**src/rtl/depunct_pkg.sv**
```systemverilog
package depunct_pkg;

  localparam int RATE_W   = 3;
  localparam int MAX_COLS = 7;
  localparam int COL_W    = $clog2(MAX_COLS);

  // Column count of the puncture pattern for a rate code
  function automatic logic [COL_W:0] pattern_period(input logic [RATE_W-1:0] rate);
    case (rate)
      3'd1:    return (COL_W+1)'(2);
      3'd2:    return (COL_W+1)'(3);
      3'd3:    return (COL_W+1)'(5);
      3'd4:    return (COL_W+1)'(7);
      default: return (COL_W+1)'(1);
    endcase
  endfunction

  // Bit c set: the X half of column c is transmitted
  function automatic logic [MAX_COLS-1:0] x_sent_mask(input logic [RATE_W-1:0] rate);
    case (rate)
      3'd1:    return 7'b0000011;
      3'd2:    return 7'b0000011;
      3'd3:    return 7'b0001011;
      3'd4:    return 7'b0101111;
      default: return 7'b0000001;
    endcase
  endfunction

  // Bit c set: the Y half of column c is transmitted
  function automatic logic [MAX_COLS-1:0] y_sent_mask(input logic [RATE_W-1:0] rate);
    case (rate)
      3'd1:    return 7'b0000001;
      3'd2:    return 7'b0000101;
      3'd3:    return 7'b0010101;
      3'd4:    return 7'b1010001;
      default: return 7'b0000001;
    endcase
  endfunction

endpackage

```
**src/rtl/depunct_map.sv**
```systemverilog
module depunct_map
  import depunct_pkg::*;
(
  input  logic [RATE_W-1:0] rate_sel,
  input  logic [COL_W-1:0]  col,
  output logic              x_tx,
  output logic              y_tx
);
  localparam int PAD = 1 << COL_W;

  logic [MAX_COLS-1:0] xm, ym;
  logic [PAD-1:0]      xpad, ypad;

  assign xm = x_sent_mask(rate_sel);
  assign ym = y_sent_mask(rate_sel);

  for (genvar c = 0; c < PAD; c++) begin : g_pad
    if (c < MAX_COLS) begin : g_live
      assign xpad[c] = xm[c];
      assign ypad[c] = ym[c];
    end else begin : g_dead
      assign xpad[c] = 1'b1;
      assign ypad[c] = 1'b1;
    end
  end

  assign x_tx = xpad[col];
  assign y_tx = ypad[col];
endmodule

```
**src/rtl/depunct_phase.sv**
```systemverilog
module depunct_phase
  import depunct_pkg::*;
(
  input  logic              clk,
  input  logic              rst,
  input  logic              in_valid,
  input  logic [RATE_W-1:0] rate_sel,
  input  logic [COL_W-1:0]  phase_sel,
  input  logic              col_done,
  output logic [COL_W-1:0]  cur_col,
  output logic              restart
);
  logic [RATE_W-1:0] rate_q;
  logic [COL_W-1:0]  phase_q;
  logic [COL_W-1:0]  col_q;
  logic              pending_q;
  logic [COL_W:0]    period;
  logic [COL_W:0]    start_wide;
  logic [COL_W-1:0]  start_col;
  logic [COL_W-1:0]  nxt_col;

  assign period     = pattern_period(rate_sel);
  assign start_wide = {1'b0, phase_sel} % period;
  assign start_col  = start_wide[COL_W-1:0];
  assign restart    = pending_q | (rate_sel != rate_q) | (phase_sel != phase_q);
  assign cur_col    = restart ? start_col : col_q;
  assign nxt_col    = ({1'b0, cur_col} == period - 1'b1) ? '0 : cur_col + 1'b1;

  always_ff @(posedge clk) begin
    if (rst) begin
      rate_q    <= '0;
      phase_q   <= '0;
      col_q     <= '0;
      pending_q <= 1'b1;
    end else begin
      rate_q  <= rate_sel;
      phase_q <= phase_sel;
      if (in_valid) begin
        pending_q <= 1'b0;
        col_q     <= col_done ? nxt_col : cur_col;
      end else if (restart) begin
        pending_q <= 1'b1;
      end
    end
  end

  // with no restart pending, the stored column lies inside the pattern
  assert_col_in_period_R10: assert property (@(posedge clk) disable iff (rst)
    (in_valid && !restart) |-> ({1'b0, col_q} < period));

  // a configuration change seen without a valid symbol is remembered
  assert_change_kept_R9: assert property (@(posedge clk) disable iff (rst)
    (!in_valid && (rate_sel != rate_q)) |=> restart);
endmodule

```
**src/rtl/depunct_assemble.sv**
```systemverilog
module depunct_assemble #(
  parameter int SYM_W = 3
) (
  input  logic             clk,
  input  logic             rst,
  input  logic             in_valid,
  input  logic [SYM_W-1:0] in_sym,
  input  logic             restart,
  input  logic             x_tx,
  input  logic             y_tx,
  output logic             col_done,
  output logic             out_valid,
  output logic [SYM_W-1:0] out_x,
  output logic             out_x_era,
  output logic [SYM_W-1:0] out_y,
  output logic             out_y_era,
  output logic             stall_req
);
  localparam logic [SYM_W-1:0] NEUTRAL = SYM_W'(1) << (SYM_W - 1);

  logic             held_q;
  logic [SYM_W-1:0] hold_sym_q;
  logic             held_eff;
  logic             capture;
  logic             emit;
  logic [SYM_W-1:0] nx, ny;
  logic             nxe, nye;

  assign held_eff = held_q & ~restart;

  always_comb begin
    capture  = 1'b0;
    emit     = 1'b0;
    col_done = 1'b0;
    nx       = NEUTRAL;
    ny       = NEUTRAL;
    nxe      = 1'b0;
    nye      = 1'b0;
    if (in_valid) begin
      if (held_eff) begin
        emit = 1'b1; col_done = 1'b1;
        nx = hold_sym_q; ny = in_sym;
      end else if (x_tx && y_tx) begin
        capture = 1'b1;
      end else if (x_tx) begin
        emit = 1'b1; col_done = 1'b1;
        nx = in_sym; nye = 1'b1;
      end else begin
        emit = 1'b1; col_done = 1'b1;
        ny = in_sym; nxe = 1'b1;
      end
    end
  end

  always_ff @(posedge clk) begin
    if (rst) begin
      held_q     <= 1'b0;
      hold_sym_q <= '0;
      out_valid  <= 1'b0;
      out_x      <= '0;
      out_y      <= '0;
      out_x_era  <= 1'b0;
      out_y_era  <= 1'b0;
      stall_req  <= 1'b0;
    end else begin
      out_valid <= emit;
      stall_req <= ~in_valid;
      if (in_valid) held_q <= capture;
      if (capture) hold_sym_q <= in_sym;
      if (emit) begin
        out_x     <= nx;
        out_y     <= ny;
        out_x_era <= nxe;
        out_y_era <= nye;
      end
    end
  end

  // erased halves carry the neutral value and never both at once
  assert_x_era_neutral_R7: assert property (@(posedge clk) disable iff (rst)
    (out_valid && out_x_era) |-> (out_x == NEUTRAL));
  assert_y_era_neutral_R7: assert property (@(posedge clk) disable iff (rst)
    (out_valid && out_y_era) |-> (out_y == NEUTRAL));
  assert_not_both_era_R7: assert property (@(posedge clk) disable iff (rst)
    out_valid |-> !(out_x_era && out_y_era));
  // a symbol is only held inside a column that carries both halves
  assert_hold_full_col_R8: assert property (@(posedge clk) disable iff (rst)
    (in_valid && held_q && !restart) |-> (x_tx && y_tx));
  // no pair follows an empty input cycle
  assert_gap_no_out_R11: assert property (@(posedge clk) disable iff (rst)
    !in_valid |=> !out_valid);
  // stall follows an empty input cycle and only that
  assert_stall_follows_R12: assert property (@(posedge clk) disable iff (rst)
    !in_valid |=> stall_req);
  assert_stall_clear_R12: assert property (@(posedge clk) disable iff (rst)
    in_valid |=> !stall_req);
endmodule

```
**src/rtl/depuncturer.sv**
```systemverilog
module depuncturer
  import depunct_pkg::*;
#(
  parameter int SYM_W = 3
) (
  input  logic              clk,
  input  logic              rst,
  input  logic              in_valid,
  input  logic [SYM_W-1:0]  in_sym,
  input  logic [RATE_W-1:0] rate_sel,
  input  logic [COL_W-1:0]  phase_sel,
  output logic              out_valid,
  output logic [SYM_W-1:0]  out_x,
  output logic              out_x_era,
  output logic [SYM_W-1:0]  out_y,
  output logic              out_y_era,
  output logic              stall_req
);
  logic [COL_W-1:0] cur_col;
  logic             restart;
  logic             col_done;
  logic             x_tx, y_tx;

  depunct_phase u_phase (
    .clk(clk), .rst(rst), .in_valid(in_valid),
    .rate_sel(rate_sel), .phase_sel(phase_sel),
    .col_done(col_done), .cur_col(cur_col), .restart(restart)
  );

  depunct_map u_map (
    .rate_sel(rate_sel), .col(cur_col), .x_tx(x_tx), .y_tx(y_tx)
  );

  depunct_assemble #(.SYM_W(SYM_W)) u_asm (
    .clk(clk), .rst(rst), .in_valid(in_valid), .in_sym(in_sym),
    .restart(restart), .x_tx(x_tx), .y_tx(y_tx), .col_done(col_done),
    .out_valid(out_valid), .out_x(out_x), .out_x_era(out_x_era),
    .out_y(out_y), .out_y_era(out_y_era), .stall_req(stall_req)
  );

  // quiet outputs in the first cycle after reset
  assert_reset_quiet_R1: assert property (@(posedge clk)
    rst |=> (!out_valid && !stall_req));
endmodule

```
**config.mk**
```make
export PLATFORM = sky130hd
export DESIGN_NAME = depuncturer
export DESIGN_NICKNAME = d
export VERILOG_FILES = /design/src/rtl/depunct_pkg.sv /design/src/rtl/depunct_map.sv /design/src/rtl/depunct_phase.sv /design/src/rtl/depunct_assemble.sv /design/src/rtl/depuncturer.sv
export SDC_FILE = /design/constraint.sdc
export NUM_CORES = 1
export LEC_CHECK = 0
export BUFFER_PORTS_ARGS = -buffer_cell sky130_fd_sc_hd__buf_2
export CAP_MARGIN = 0
export CELL_PAD_IN_SITES_DETAIL_PLACEMENT = 0
export CELL_PAD_IN_SITES_GLOBAL_PLACEMENT = 2
export CORE_MARGIN = 10
export CORE_UTILIZATION = 39
export DETAILED_ROUTE_END_ITERATION = 12
export PLACE_DENSITY = 0.85
export SYNTH_ARGS = -nofsm -noshare
export SYNTH_HDL_FRONTEND = slang
export SYNTH_SLANG_ARGS = --single-unit
```
**constraint.sdc**
```tcl
create_clock -name clk -period 13.1 [get_ports clk]
set_clock_uncertainty 0.1 [all_clocks]
set_input_delay 2.62 -clock clk [delete_from_list [all_inputs] [get_ports clk]]
set_output_delay 2.62 -clock clk [all_outputs]
set_load 0.01 [all_outputs]
```
# Word level (Yosys, flattened, before mapping)

Index checks and enable logic that the tools add are counted.

Input bits: 12
Word-level logic and storage cells: 65
Flip-flop bits (word level): 24
Output and inout bits: 10

Reductions and logical operators: 3
Equality and inequality tests: 7
Muxes and demuxes: 34
Bitwise logic cells: 5
$lt $le $gt $ge: 1
Divide/modulo/power cells: 1
Add/sub/neg operators: 2

Operator list:

| operator              | number |
|---|---|
| $mux W3               | 11 |
| $pmux W7 S3           | 1 |
| $mux W1               | 18 |
| $pmux W6 S3           | 1 |
| $pmux W3 S4           | 1 |
| $bmux W1 S3           | 2 |
| $eq A3 B2 Y1 const B  | 2 |
| $ne A3 B3 Y1          | 2 |
| $eq A3 B4 Y1          | 1 |
| $lt A3 B4 Y1 const B  | 1 |
| $mod A3 B4 Y4         | 1 |
| $sub A3 B1 Y4 const B | 1 |
| $add A3 B1 Y3 const B | 1 |
| $eq A3 B1 Y1 const B  | 1 |
| $eq A3 B3 Y1 const B  | 1 |
| $not A1 Y1            | 2 |
| $or A1 B1 Y1          | 2 |
| $reduce_bool A2 Y1    | 1 |
| $reduce_or A2 Y1      | 1 |
| $and A1 B1 Y1         | 1 |
| $logic_and A1 B1 Y1   | 1 |

# Logic depth before layout (Yosys ltp)

Gate-level depths: netlist (run 1).

Depth after elaboration: 11
Gate-level depth with buffers: 28
Gate-level depth less buffers: 25

# By module

A second synthesis (run 1) with hierarchy kept.

Cell total of the unflattened synthesis: 198
Area total of the unflattened synthesis: 1720.4 um^2

Modules (own cells, without submodules):

| module           | sequential area each (um^2) | instances | cells each | area an instance (um^2) |
|---|---|---|---|---|
| depunct_phase    | 200.2                       | 1         | 123        | 1027.2 |
| depunct_assemble | 280.3                       | 1         | 61         | 600.6 |
| depunct_map      | 0.0                         | 1         | 14         | 92.6 |

# Worst setup path before layout (run 1)

No wires, ideal clock.

Path type: input port to flip-flop
Start: in rate_sel[0]
End: reg u_asm.out_y[2]
Cell stages on the path: 28
Path slack: 5.001 ns
Library setup time: 0.119 ns
Buffers on the path: 3
Data required time: 12.881 ns
Arrival: 7.881 ns
Cells stage by stage: buf_6 > nor2b_4 > buf_6 > nand2b_4 > inv_4 > nor2_1 > ha_1 > nor3b_1 > ha_1 > or2_0 > a221o_1 > a21oi_4 > ha_1 > nand2_1 > a31oi_1 > a31o_1 > clkinv_1 > fa_1 > a21bo_1 > a2111oi_1 > mux2i_2 > o21a_4 > o221a_2 > buf_6 > o32ai_4 > o31a_4 > nand2_1 > o221a_1

Word-level cells in the longest chain between the ends: 10
Elaborated cells between the ends (all ways): 27
Those cells by class: div (1); eq/ne (5); mux (15); bitwise (4); reduce/logical (2)

Ends and longest elaborated chain:

| item                                           | RTL line                                               | source |
|---|---|---|
| start: declaration                             | depuncturer.sv:10                                      | `input logic [RATE_W-1:0] rate_sel,` |
| $eq A3 B3 Y1, or another cell as far along     | depunct_pkg.sv:9, depunct_pkg.sv:20, depunct_pkg.sv:31 |  |
| $pmux W3 S4 or $or A1 B1 Y1 (tied branches)    | depunct_pkg.sv:9, depunct_phase.sv:25                  |  |
| $mod A3 B4 Y4 or $or A1 B1 Y1 (tied branches)  | depunct_phase.sv:23, depunct_phase.sv:25               |  |
| $mux W3                                        | depunct_phase.sv:26                                    | `assign cur_col = restart ? start_col : col_q;` |
| $bmux W1 S3, on equally long branches          | depunct_map.sv:27, depunct_map.sv:28                   |  |
| $mux W1, on equally long branches              | depunct_map.sv:27, depunct_map.sv:28                   |  |
| $mux W3 or $logic_and A1 B1 Y1 (tied branches) | depunct_assemble.sv:45, depunct_assemble.sv:43         |  |
| $mux W3 or $mux W1 (tied branches)             | depunct_assemble.sv:43                                 | `end else if (x_tx && y_tx) begin` |
| $mux W3 or $mux W1 (tied branches)             | depunct_assemble.sv:40                                 | `if (held_eff) begin` |
| $mux W3 or $mux W1 (tied branches)             | depunct_assemble.sv:39                                 | `if (in_valid) begin` |
| end signal: assignment                         | depunct_assemble.sv:72                                 | `out_y <= ny;` |
| end: declaration                               | depunct_assemble.sv:15                                 | `output logic [SYM_W-1:0] out_y,` |

Parallel ways exist; a longest one is shown, timed or not. The select of a mux whose other input is x is not followed.
A chain may end at the register's enable or synchronous reset.

# Worst setup path in the final report (run 1)

Start: in rate_sel[1]
End: reg u_asm.hold_sym_q[0]

Word-level cells in the longest chain between the ends: 10
Elaborated cells between the ends (all ways): 23
Those cells by class: div (1); eq/ne (5); mux (11); bitwise (4); reduce/logical (2)

Ends and longest elaborated chain:

| item                                          | RTL line                                               | source |
|---|---|---|
| $eq A3 B3 Y1, or another cell as far along    | depunct_pkg.sv:9, depunct_pkg.sv:20, depunct_pkg.sv:31 |  |
| $pmux W3 S4 or $or A1 B1 Y1 (tied branches)   | depunct_pkg.sv:9, depunct_phase.sv:25                  |  |
| $mod A3 B4 Y4 or $or A1 B1 Y1 (tied branches) | depunct_phase.sv:23, depunct_phase.sv:25               |  |
| $mux W3                                       | depunct_phase.sv:26                                    |  |
| $bmux W1 S3, on equally long branches         | depunct_map.sv:27, depunct_map.sv:28                   |  |
| $mux W1, on equally long branches             | depunct_map.sv:27, depunct_map.sv:28                   |  |
| $logic_and A1 B1 Y1                           | depunct_assemble.sv:43                                 |  |
| $mux W1                                       | depunct_assemble.sv:43                                 |  |
| $mux W1 *                                     | depunct_assemble.sv:40                                 |  |
| $mux W1 *                                     | depunct_assemble.sv:39                                 |  |
| end signal: assignment                        | depunct_assemble.sv:69                                 | `if (capture) hold_sym_q <= in_sym;` |
| end: declaration                              | depunct_assemble.sv:22                                 | `logic [SYM_W-1:0] hold_sym_q;` |

Mark *: on every way between the ends. The rest lies on a longest branch, timed or not. The select of a mux whose other input is x is not followed.

==> impl_summary.txt, run 1 <==
----------------------------------------------------
[Min path]
  WHS Endpoint ... u_asm.out_x[0]
  Origin of the worst min-delay path ... u_asm.out_x[0]
  Tightest Hold Check Type ... reg -> reg
  Count of cells along the worst hold path ... 2

[Final layout]
  Filler cell count in the final layout ... 456
  Antenna cells ... 0
  Layout cell share with drive strength beyond 1 ... 23.04%
  Area of the multi-input gates ... 1244 sq um
  Area taken by flip-flops and latches ... 480.5 sq um
  Synth-to-Final Area Change ... 9.288%
  Number of nets in the layout ... 239
  Post-layout instance count excluding filler cells ... 269

[Clock tree]
  Level count of the clock H-tree ... 1
  Clock tree root driver cell ... sky130_fd_sc_hd__clkbuf_8
  Post-CTS clock slew at the launch and capture registers of the worst setup and hold paths ... 0.09 ns
  Longest Clk Path Bufs ... 2
  Skew-Pair Late Insertion Delay ... 0.27 ns
  Clock Sink Count ... 24
  Hold-fix buffers, CTS ... 0
  CTS tree ... built
  Number of setup buffers added after CTS ... 0
  Post-cts sizing count ... 0
  Number of buffers created by CTS ... 3

[Synth]
  Simple-gate area share of the yosys netlist ... 16.34%
  Leading post-synthesis cells by cell area ... sky130_fd_sc_hd__dfxtp_1 (26%), sky130_fd_sc_hd__ha_1 (5.4%), sky130_fd_sc_hd__nand2_1 (4.3%)
  Number of enable-type register cells in the synthesized netlist ... 0
  Synth Instances ... 202
  Share of the synthesized netlist area taken by xor and xnor gates ... 6.644%
  Library cell occupying the most area in the post-synthesis netlist ... sky130_fd_sc_hd__dfxtp_1
  Dominant combinational cell family by area after synthesis ... compound AO/OA/AOI/OAI gates
  Synthesized area per cell ... 9.136 sq um
  Number of nets in the synthesized netlist ... 223
  Fraction of synthesized area in multiplexers ... 2.576%
  Syn. warnings ... 0
  Share of synthesized area occupied by flip-flops and latches ... 26.03%
  Synthesized-area fraction occupied by ao, oa, aoi and oai cells ... 35.32%
  Adder-cell share of the synthesized area ... 6.508%
  Synthesized flop and latch total ... 24
  Dominant synthesized flop cell ... sky130_fd_sc_hd__dfxtp_1
  Top cell types by occurrence after synthesis ... sky130_fd_sc_hd__dfxtp_1 (24), sky130_fd_sc_hd__nand2_1 (21), sky130_fd_sc_hd__a21oi_1 (13)
  Dominant cell by count in the synthesized netlist ... sky130_fd_sc_hd__dfxtp_1
  Share of flip-flops with an asynchronous set or reset after synthesis ... 0%
  Area share of the largest cell type after synthesis ... 26.03%
  Cell area after technology mapping ... 1846 sq um
  Yosys cell types ... 68

[Die]
  Die width ... 88.79 um
  Initial core utilization ... 41.25%
  Core region area ... 4474 sq um
  Overall die area ... 7884 sq um
  Number of primary I/O pins ... 22
  Die height ... 88.79 um
  Std cell rows ... 24

[GRT]
  GR Util met1 ... 14.24%
  Maximum number of pins on one net before global-route repair ... 19
  Met2 Use GR ... 21.61%
  GRT Max-Usage Layer ... met2
  Global-route total usage across every layer ... 12.07%
  Wire length of the first global-routing pass ... 7672 um
  Via count of the first global-routing pass ... 1609
  Antenna violations before repair ... 0
  Met3 demand-to-capacity share in global routing ... 2.022%
  Leftover overflow at the end of global routing ... 0

[STA]
  RSZ-0062 raised after global routing ... no
  Final Max Slew Viols ... 0
  Fin Hold WS ... 0.3483 ns
  Period utilization ... 65.13%
  Fin. Hold Viols ... 0
  Setup-violating endpoint count in the final report ... 0
  Worst slew pin tran ... 0.7562 ns
  Highest clock rate ... 117.2 MHz
  Slew headroom ... 49.12%
  Post-route minimum period ... 8.533 ns
  Final TNS setup ... 0 ns

[Setup path]
  Register-to-Register Setup Slack ... 9.80 ns
  Kind of start point of the critical path ... primary input
  R2r startpoint ... u_phase.phase_q[2]
  Highest fanout seen on the critical path ... 12
  Class of the most critical setup path ... in -> reg
  Arrival time at the worst endpoint ... 8.59 ns
  Endpoint of the worst register-to-register path ... u_asm.hold_sym_q[0]
  Worst path required time ... 13.16 ns
  Launch point of the critical path ... rate_sel[1]
  Depth of the worst register-to-register path ... 9
  Category of the worst setup path capture point ... flop

[Route]
  Per-cell via count in the routed design ... 5.703
  Routed via count ... 1534
  DR pass1 iterations ... 4
  Final wirelength ... 4516 um
  Number of DRC violations after detailed routing ... 0
  Number of antenna-violating nets in the routed design ... 0
  Routed length per instance ... 16.79 um
  Drt first-iter violations ... 38

[Pwr]
  Pleak ... 0.8149 nW
  Largest vdd supply drop ... 0.08803 mV
  Power per standard cell area ... 179.2 nW/um^2

[Status]
  Result of the run ... completed

[Flow run]
  Max-capacitance violation count ... 0

[Placed design]
  Placed cell count ... 265
  Buffers added on ports ... 21
  Half-perimeter wire length after placement ... 3573 um
  Final estimated routing congestion in global placement ... 0.7944

----------------------------------------------------
[stage by stage]
step / setup slack [ns] / cell area, sq um / power [mW] / utilization (%)
finish: 4.567 / 2017 / 0.3615 / 45.08
floorplan: 5.001 / 1846 / 0.2641 / -
global route: 3.846 / 2017 / 0.3893 / 45.08
detailed placement: 4.317 / 1946 / 0.2973 / 43.48
CTS: 4.551 / 2017 / 0.3651 / 45.08
global placement: 4.506 / 1946 / 0.2948 / 43.48
[where the power goes]
part           leakage [nW]  total [mW]  internal [mW]  switching [mW]
registers             0.198      0.0961         0.0883         0.00772
logic                 0.581       0.200         0.0826           0.118
clock network        0.0357      0.0650         0.0409          0.0241
total                 0.815       0.361          0.212           0.150
[sequential cells by signal, summed over array words and instances, names as in the netlist]
register	cells
u_phase.col_q	3
u_asm.stall_req	1
u_asm.out_y	3
u_asm.held_q	1
u_asm.hold_sym_q	3
u_asm.out_x	3
u_asm.out_y_era	1
u_phase.rate_q	3
u_asm.out_valid	1
u_phase.phase_q	3
u_phase.pending_q	1
u_asm.out_x_era	1
[final cells by class]
cell class	count	area share [%]
multi-input combinational	155	61.66
sequential	24	23.82
timing repair buffer	21	5.211
tap	52	3.226
inverter	13	2.543
clock buffer	3	2.047
clock inverter	1	1.489
[metal layers]
metal / routed length, um / part of all wire, % / vias to the layer above
met2: 2285 / 51 / 18
met3: 107 / 2.4 / 6
met5: 0 / 0 / -
met4: 54 / 1.2 / 0
met1: 2068 / 46 / 724
li1: - / - / 786
[worst max path at each step]
stage                                     end  depth (start not counted)  slack [ns]
after floorplan                u_asm.out_y[2]                         28        5.00
after global placement    u_asm.hold_sym_q[1]                         24        4.51
after detailed placement  u_asm.hold_sym_q[0]                         24        4.32
after CTS                 u_asm.hold_sym_q[0]                         24        4.55
after global routing         u_phase.col_q[0]                         24        3.85
final                     u_asm.hold_sym_q[0]                         24        4.57
[worst max-delay path, stage by stage]
cell,delay (ns)
sky130_fd_sc_hd__buf_2,0.25
sky130_fd_sc_hd__nand2b_4,0.23
sky130_fd_sc_hd__inv_4,0.05
sky130_fd_sc_hd__nor2_1,0.33
sky130_fd_sc_hd__ha_1,0.23
sky130_fd_sc_hd__nor3b_1,0.18
sky130_fd_sc_hd__ha_1,0.30
sky130_fd_sc_hd__or2_0,0.21
sky130_fd_sc_hd__a221o_1,0.36
sky130_fd_sc_hd__a21oi_4,0.23
sky130_fd_sc_hd__ha_1,0.33
sky130_fd_sc_hd__a21oi_1,0.24
sky130_fd_sc_hd__a31o_1,0.20
sky130_fd_sc_hd__clkinv_1,0.11
sky130_fd_sc_hd__fa_1,0.44
sky130_fd_sc_hd__a21bo_1,0.22
sky130_fd_sc_hd__a2111oi_1,0.09
sky130_fd_sc_hd__mux2i_2,0.33
sky130_fd_sc_hd__o2111a_1,0.24
sky130_fd_sc_hd__a311o_1,0.46
sky130_fd_sc_hd__o2111ai_2,0.29
sky130_fd_sc_hd__o31ai_4,0.18
sky130_fd_sc_hd__nand3_1,0.26
sky130_fd_sc_hd__mux2i_1,0.18
[cells by family after synthesis]
logic type | after synthesis
compound gates | 71
simple gates | 57
flops | 24
buf+inv | 23
xor+xnor | 14
fa+ha+maj | 9
mux | 4
[placed cells by master (no fill, tap or decap), types with 3 or more instances in the layout]
cell                       netlist  routed
sky130_fd_sc_hd__a211oi_1        3       3
sky130_fd_sc_hd__a21oi_1        13      13
sky130_fd_sc_hd__buf_2           2      21
sky130_fd_sc_hd__clkbuf_8        0       3
sky130_fd_sc_hd__dfxtp_1        24      24
sky130_fd_sc_hd__ha_1            8       8
sky130_fd_sc_hd__inv_1          10      10
sky130_fd_sc_hd__nand2_1        21      21
sky130_fd_sc_hd__nand3_1         5       5
sky130_fd_sc_hd__nor2_1         11      11
sky130_fd_sc_hd__nor2b_1         5       5
sky130_fd_sc_hd__o211ai_1        5       5
sky130_fd_sc_hd__o21ai_0         5       5
sky130_fd_sc_hd__o21ai_1         4       4
sky130_fd_sc_hd__o32ai_1         3       3
sky130_fd_sc_hd__xnor2_1         5       5
sky130_fd_sc_hd__xor2_1          9       9
No activity file was read; power rests on OpenSTA's default activity.
==> run 2: changes to the inputs <==
CORE_UTILIZATION = 32   (was 39)
PLACE_DENSITY = 0.75   (was 0.85)
clock period = 7.3 ns   (was 13.1 ns; I/O delays follow)
==> run 2 against run 1 <==
- hold slack better by 0.0057 ns
- final cell count is 16% higher
- core utilization down 5.5 points
- clock-buffer cell count is 1 higher
- sequential power grew 79%
- via count up 4.8%
- critical endpoint is now u_asm.out_y[2]
- sequential share of layout area is 1.9 points lower
- largest cell class unchanged
- sequential cell count unchanged
- wire length is 4.6% higher
- combinational power is 110% higher
- global-route usage down 1.4 points
- clock power up 40%
==> impl_summary.txt, run 2 (synthesis gave the netlist of run 1 again) <==
----------------------------------------------------
[Clock tree]
  Hold-fix buffers, CTS ... 0 (unchanged)
  Post-cts sizing count ... 0 (unchanged)
  Number of setup buffers added after CTS ... 0 (unchanged)
  Post-CTS clock slew at the launch and capture registers of the worst setup and hold paths ... 0.08 ns (about the same)
  Longest Clk Path Bufs ... 2 (unchanged)
  CTS tree ... built
  Number of buffers created by CTS ... 3 (unchanged)
  Level count of the clock H-tree ... 1 (unchanged)
  Clock Sink Count ... 24 (unchanged)
  Clock tree root driver cell ... sky130_fd_sc_hd__clkbuf_8
  Skew-Pair Late Insertion Delay ... 0.27 ns (about the same)

[GRT]
  Leftover overflow at the end of global routing ... 0 (unchanged)
  Via count of the first global-routing pass ... 1629 (+1.2%)
  Met3 demand-to-capacity share in global routing ... 1.479% (-0.54 points)
  Global-route total usage across every layer ... 10.70% (-1.4 points)
  Wire length of the first global-routing pass ... 7976 um (+4.0%)
  Antenna violations before repair ... 0 (unchanged)
  GR Util met1 ... 14.02% (-0.22 points)
  Met2 Use GR ... 17.27% (-4.3 points)
  Maximum number of pins on one net before global-route repair ... 19 (unchanged)
  GRT Max-Usage Layer ... met2

[Route]
  Number of antenna-violating nets in the routed design ... 0 (unchanged)
  Routed length per instance ... 15.19 um (-9.5%)
  DR pass1 iterations ... 4 (unchanged)
  Final wirelength ... 4723 um (+4.6%)
  Routed via count ... 1608 (+4.8%)
  Drt first-iter violations ... 82 (+120%)
  Number of DRC violations after detailed routing ... 0 (unchanged)
  Per-cell via count in the routed design ... 5.170 (-9.3%)

[STA]
  Worst slew pin tran ... 0.8571 ns (+0.1009 ns)
  Setup-violating endpoint count in the final report ... 0 (unchanged)
  Highest clock rate ... 148.4 MHz
  Post-route minimum period ... 6.740 ns
  Final TNS setup ... 0 ns (unchanged)
  Final setup slack of the worst path ... 0.5598 ns (-4.008 ns)
  Slew headroom ... 42.33% (-6.8 points)
  Period utilization ... 92.33%
  Fin. Hold Viols ... 0 (unchanged)
  RSZ-0062 raised after global routing ... no
  Final Max Slew Viols ... 0 (unchanged)

[Placed design]
  Final estimated routing congestion in global placement ... 0.7581 (-4.6%)
  Buffers added on ports ... 21 (unchanged)
  Placed cell count ... 307 (+16%)
  Half-perimeter wire length after placement ... 3745 um (+4.8%)
  DP Worst Slack ... 0.2443 ns (-4.073 ns)

[Final layout]
  Post-layout instance count excluding filler cells ... 311 (+16%)
  Final cell utilization of the core ... 39.54% (-5.5 points)
  Number of nets in the layout ... 261 (+9.2%)
  Antenna cells ... 0 (unchanged)
  Top library cells by usage in the layout, fill and taps aside ... sky130_fd_sc_hd__dfxtp_1 (24), sky130_fd_sc_hd__buf_4 (22), sky130_fd_sc_hd__nand2_1 (21), sky130_fd_sc_hd__buf_2 (21), sky130_fd_sc_hd__a21oi_1 (13)
  Layout cell share with drive strength beyond 1 ... 30.13% (+7.1 points)
  Commonest non-fill, non-tap cell in the layout ... sky130_fd_sc_hd__dfxtp_1
  Synth-to-Final Area Change ... 18.71%

[Setup path]
  Highest fanout seen on the critical path ... 9 (-3)
  Category of the worst setup path capture point ... flop
  Worst path required time ... 7.42 ns (-5.74 ns)
  Class of the most critical setup path ... in -> reg
  Kind of start point of the critical path ... primary input
  Arrival time at the worst endpoint ... 6.86 ns (-1.73 ns)

[Min path]
  Tightest Hold Check Type ... reg -> reg

[Die]
  Number of primary I/O pins ... 22 (unchanged)
  Std cell rows ... 27 (+13%)
  Core region area ... 5540 sq um (+24%)
  Initial core utilization ... 33.31% (-7.9 points)
  Overall die area ... 9204 sq um (+17%)
  Die height ... 95.94 um (+8.1%)
  Die width ... 95.94 um (+8.1%)

[Pwr]
  Power per standard cell area ... 309.1 nW/um^2 (+72%)
  Pleak ... 0.9157 nW (+12%)
  Largest vdd supply drop ... 0.2127 mV (+140%)
  Overall power after layout ... 677.3 uW (+87%)

[Status]
  Result of the run ... completed

[Flow run]
  Max-capacitance violation count ... 0 (unchanged)

----------------------------------------------------
run 2: area by class of cell:
type / count / area, sq um
clock buffer: 4 / 55.05
fill: 602 / 3349
inverter: 13 / 51.30
multi-input combinational: 155 / 1244
sequential: 24 / 480.5
tap: 72 / 90.09
timing repair buffer: 43 / 270.3
run 2: path summary, 6_finish.rpt:
| check | to | slack [ns] | startpoint | cells past startpoint |
|---|---|---|---|---|
| max | u_asm.out_y[2] | 0.56 | rate_sel[1] | 25 |
| min | u_asm.out_x[0] | 0.35 | u_asm.out_x[0] | 2 |
| max reg2reg | u_asm.out_y[2] | 3.93 | u_phase.phase_q[2] | 10 |
| min reg2reg | u_asm.out_x[0] | 0.35 | u_asm.out_x[0] | 2 |
run 2: critical path: stages:
cell	delay, ns
sky130_fd_sc_hd__buf_2	0.18
sky130_fd_sc_hd__nand2b_4	0.20
sky130_fd_sc_hd__inv_4	0.05
sky130_fd_sc_hd__nor2_1	0.13
sky130_fd_sc_hd__ha_1	0.17
sky130_fd_sc_hd__nor3b_1	0.19
sky130_fd_sc_hd__ha_1	0.30
sky130_fd_sc_hd__or2_0	0.21
sky130_fd_sc_hd__a221o_1	0.35
sky130_fd_sc_hd__a21oi_4	0.13
sky130_fd_sc_hd__ha_1	0.28
sky130_fd_sc_hd__a21oi_1	0.23
sky130_fd_sc_hd__a31o_1	0.20
sky130_fd_sc_hd__clkinv_1	0.10
sky130_fd_sc_hd__fa_1	0.41
sky130_fd_sc_hd__a21bo_1	0.23
sky130_fd_sc_hd__a2111oi_1	0.10
sky130_fd_sc_hd__mux2i_2	0.32
sky130_fd_sc_hd__o21ai_1	0.12
sky130_fd_sc_hd__a311o_1	0.44
sky130_fd_sc_hd__buf_4	0.19
sky130_fd_sc_hd__mux2i_2	0.25
sky130_fd_sc_hd__a21oi_4	0.15
sky130_fd_sc_hd__a21oi_2	0.25
sky130_fd_sc_hd__o221a_1	0.22
run 2: report_power, final:
part / leakage (nW) / switching [mW] / internal (mW)
Combinational: 0.689 / 0.225 / 0.189
Sequential: 0.198 / 0.0137 / 0.159
Clock: 0.0288 / 0.0427 / 0.0482
Total: 0.916 / 0.281 / 0.396
run 2: per-stage QoR:
step,cell area (sq um),hold WS [ns]
global placement,2136,0.3389
detailed placement,2136,0.3351
global route,2191,0.3818
CTS,2191,0.3560
finish,2191,0.3540
floorplan,1846,0.3174
run 2: metal layers:
metal	wire length, um	vias up
met5	0	-
met4	61	0
met3	99	4
met2	2153	15
met1	2409	758
li1	-	831
==> run 3: changes to the inputs <==
CELL_PAD_IN_SITES_DETAIL_PLACEMENT = 1   (was 0)
CELL_PAD_IN_SITES_GLOBAL_PLACEMENT = 1   (was 2)
CORE_UTILIZATION = 40   (was 32)
==> run 3 against run 2 <==
- sequential share of layout area down 0.15 points
- via count rose by 4.0%
- critical path depth grew 1
- critical path type unchanged
- total power grew 3.9%
- largest power group unchanged
- first-iteration DRC count is 2.4% higher
- maximum frequency fell by 0.80%
- largest cell class unchanged
- combinational power hardly changed
==> impl_summary.txt, run 3 (synthesis gave the netlist of run 1 again) <==
----------------------------------------------------
[STA]
  Setup-violating endpoint count in the final report ... 0 (unchanged)
  Fin. Hold Viols ... 0 (unchanged)
  Worst slew pin tran ... 0.5473 ns (-0.3098 ns)
  Highest clock rate ... 147.2 MHz (-0.80%)
  Slew headroom ... 63.23% (+21 points)
  Post-route minimum period ... 6.794 ns (+0.05412 ns)
  Final TNS setup ... 0 ns (unchanged)
  Period utilization ... 93.07% (+0.74 points)
  Fin Hold WS ... 0.3570 ns (+0.002973 ns)
  Final Max Slew Viols ... 0 (unchanged)
  RSZ-0062 raised after global routing ... no

[Final layout]
  Post-layout instance count excluding filler cells ... 294 (-5.5%)
  Layout cell share with drive strength beyond 1 ... 31.40% (+1.3 points)
  Synth-to-Final Area Change ... 19.53%
  Commonest non-fill, non-tap cell in the layout ... sky130_fd_sc_hd__buf_4
  Number of nets in the layout ... 264 (+1.1%)
  Post-route cell area ... 2206 sq um (+0.69%)
  Top library cells by usage in the layout, fill and taps aside ... sky130_fd_sc_hd__buf_4 (25), sky130_fd_sc_hd__dfxtp_1 (24), sky130_fd_sc_hd__nand2_1 (21), sky130_fd_sc_hd__buf_2 (21), sky130_fd_sc_hd__a21oi_1 (13)
  Antenna cells ... 0 (unchanged)
  Final cell utilization of the core ... 49.97% (+10 points)

[Setup path]
  Most frequent cell on the critical path ... sky130_fd_sc_hd__ha_1
  Kind of start point of the critical path ... primary input
  Category of the worst setup path capture point ... flop
  Cell type group with the largest total delay on the critical path ... compound AO/OA/AOI/OAI gates
  Launch point of the critical path ... rate_sel[2]
  Arrival time at the worst endpoint ... 6.89 ns (+0.03 ns)
  Slowest stage cell on the critical path ... sky130_fd_sc_hd__a2111oi_1
  Class of the most critical setup path ... in -> reg
  Worst path required time ... 7.40 ns (-0.02 ns)
  R2r startpoint ... u_phase.rate_q[0]
  CP bufs+invs ... 4 (unchanged)
  Highest fanout seen on the critical path ... 9 (unchanged)
  Longest individual stage delay on the worst path ... 0.44 ns (about the same)

[Pwr]
  Cell-internal power ... 418.6 uW (+5.7%)
  Power per standard cell area ... 319.0 nW/um^2 (+3.2%)
  Fraction of power spent switching nets ... 40.51% (-1.0 points)
  Clk network pwr share ... 17.0% (+3.6 points)
  Net switching power ... 285.0 uW (+1.4%)
  Proportion of power drawn by flip-flops and latches ... 24.6% (-0.8 points)
  Pleak ... 0.9376 nW (+2.4%)
  Largest vdd supply drop ... 0.1611 mV (-24%)
  Combinational fraction of design power ... 58.4% (-2.7 points)

[Clock tree]
  Hold-fix buffers, CTS ... 0 (unchanged)
  Skew-Pair Late Insertion Delay ... 0.28 ns (about the same)
  CTS tree ... built
  Number of setup buffers added after CTS ... 0 (unchanged)
  Longest Clk Path Bufs ... 2 (unchanged)
  Number of buffers created by CTS ... 3 (unchanged)
  Post-CTS clock slew at the launch and capture registers of the worst setup and hold paths ... 0.09 ns (about the same)
  Post-cts sizing count ... 0 (unchanged)
  Clock Sink Count ... 24 (unchanged)
  Level count of the clock H-tree ... 1 (unchanged)
  Clock tree root driver cell ... sky130_fd_sc_hd__clkbuf_8

[Die]
  Overall die area ... 7731 sq um (-16%)
  Number of primary I/O pins ... 22 (unchanged)
  Initial core utilization ... 41.81% (+8.5 points)
  Die height ... 87.93 um (-8.4%)
  Std cell rows ... 24 (-11%)
  Die width ... 87.93 um (-8.4%)
  Core region area ... 4414 sq um (-20%)

[GRT]
  Maximum number of pins on one net before global-route repair ... 19 (unchanged)
  Antenna violations before repair ... 0 (unchanged)
  Leftover overflow at the end of global routing ... 0 (unchanged)
  Global-route total usage across every layer ... 13.67% (+3.0 points)
  Wire length of the first global-routing pass ... 8673 um (+8.7%)
  Via count of the first global-routing pass ... 1765 (+8.3%)

[Route]
  Final wirelength ... 4985 um (+5.5%)
  Routed length per instance ... 16.96 um (+12%)
  Number of antenna-violating nets in the routed design ... 0 (unchanged)
  Drt first-iter violations ... 84 (+2.4%)
  Routed via count ... 1672 (+4.0%)
  DR pass1 iterations ... 4 (unchanged)
  Number of DRC violations after detailed routing ... 0 (unchanged)
  Per-cell via count in the routed design ... 5.687 (+10%)

[Placed design]
  Half-perimeter wire length after placement ... 3990 um (+6.5%)
  Placed cell count ... 290 (-5.5%)
  Buffers added on ports ... 21 (unchanged)
  Area of placed instances ... 2133 sq um (-0.12%)
  Final estimated routing congestion in global placement ... 0.8881 (+17%)

[Min path]
  Tightest Hold Check Type ... reg -> reg
  Origin of the worst min-delay path ... u_asm.out_x[0]

[Status]
  Result of the run ... completed

[Flow run]
  Max-capacitance violation count ... 0 (unchanged)

----------------------------------------------------
==> run 3: cell count changes in the layout (fill, tap and decap cells not counted), sizes merged <==
cell	previous run	this run
clkbuf	4	3
buf	43	46
bufinv	0	1
==> run 3: per-layer routing <==
layer / wire (um) / track usage (%)
met1: 2347 / 17.07
met2: 2453 / 23.35
met3: 113 / 1.857
met4: 70 / 4.783
met5: 0 / 0
==> run 3: through the flow <==
stage	setup WS [ns]	total power, mW
finish	0.5056	0.7036
global route	0.02362	0.7536
CTS	0.4796	0.7071
detailed placement	0.2136	0.5848
global placement	0.3606	0.5770
floorplan	0.3606	0.4738
==> run 3: final cells by class <==
type | count | area (sq um)
Inverter | 13 | 51.30
Fill cell | 528 | 2208
Timing Repair Buffer | 46 | 292.8
Sequential cell | 24 | 480.5
Multi-Input combinational cell | 155 | 1245
Tap cell | 52 | 65.06
Clock inverter | 1 | 30.03
Clock buffer | 3 | 41.29
==> run 3: path summary, 6_finish.rpt <==
check	to	slack [ns]	cells past startpoint
max	u_phase.col_q[0]	0.51	26
min	u_asm.out_x[0]	0.36	2
max reg2reg	u_phase.col_q[0]	4.37	9
min reg2reg	u_asm.out_x[0]	0.36	2
==> run 3: tightest hold or removal path, cell delays in order (launching register included) <==
cell and delay, ns:
sky130_fd_sc_hd__dfxtp_1 0.32, sky130_fd_sc_hd__nand2_1 0.05, sky130_fd_sc_hd__a32oi_1 0.05
==> run 3: power by group through the flow <==
| stage | combinational, mW | sequential, mW | clock (mW) |
|---|---|---|---|
| after global routing | 0.452 | 0.176 | 0.126 |
| after detailed placement | 0.409 | 0.176 | 0 |
| after CTS | 0.412 | 0.173 | 0.122 |
| after global placement | 0.402 | 0.175 | 0 |
| final | 0.411 | 0.173 | 0.120 |
| after floorplan | 0.293 | 0.181 | 0 |
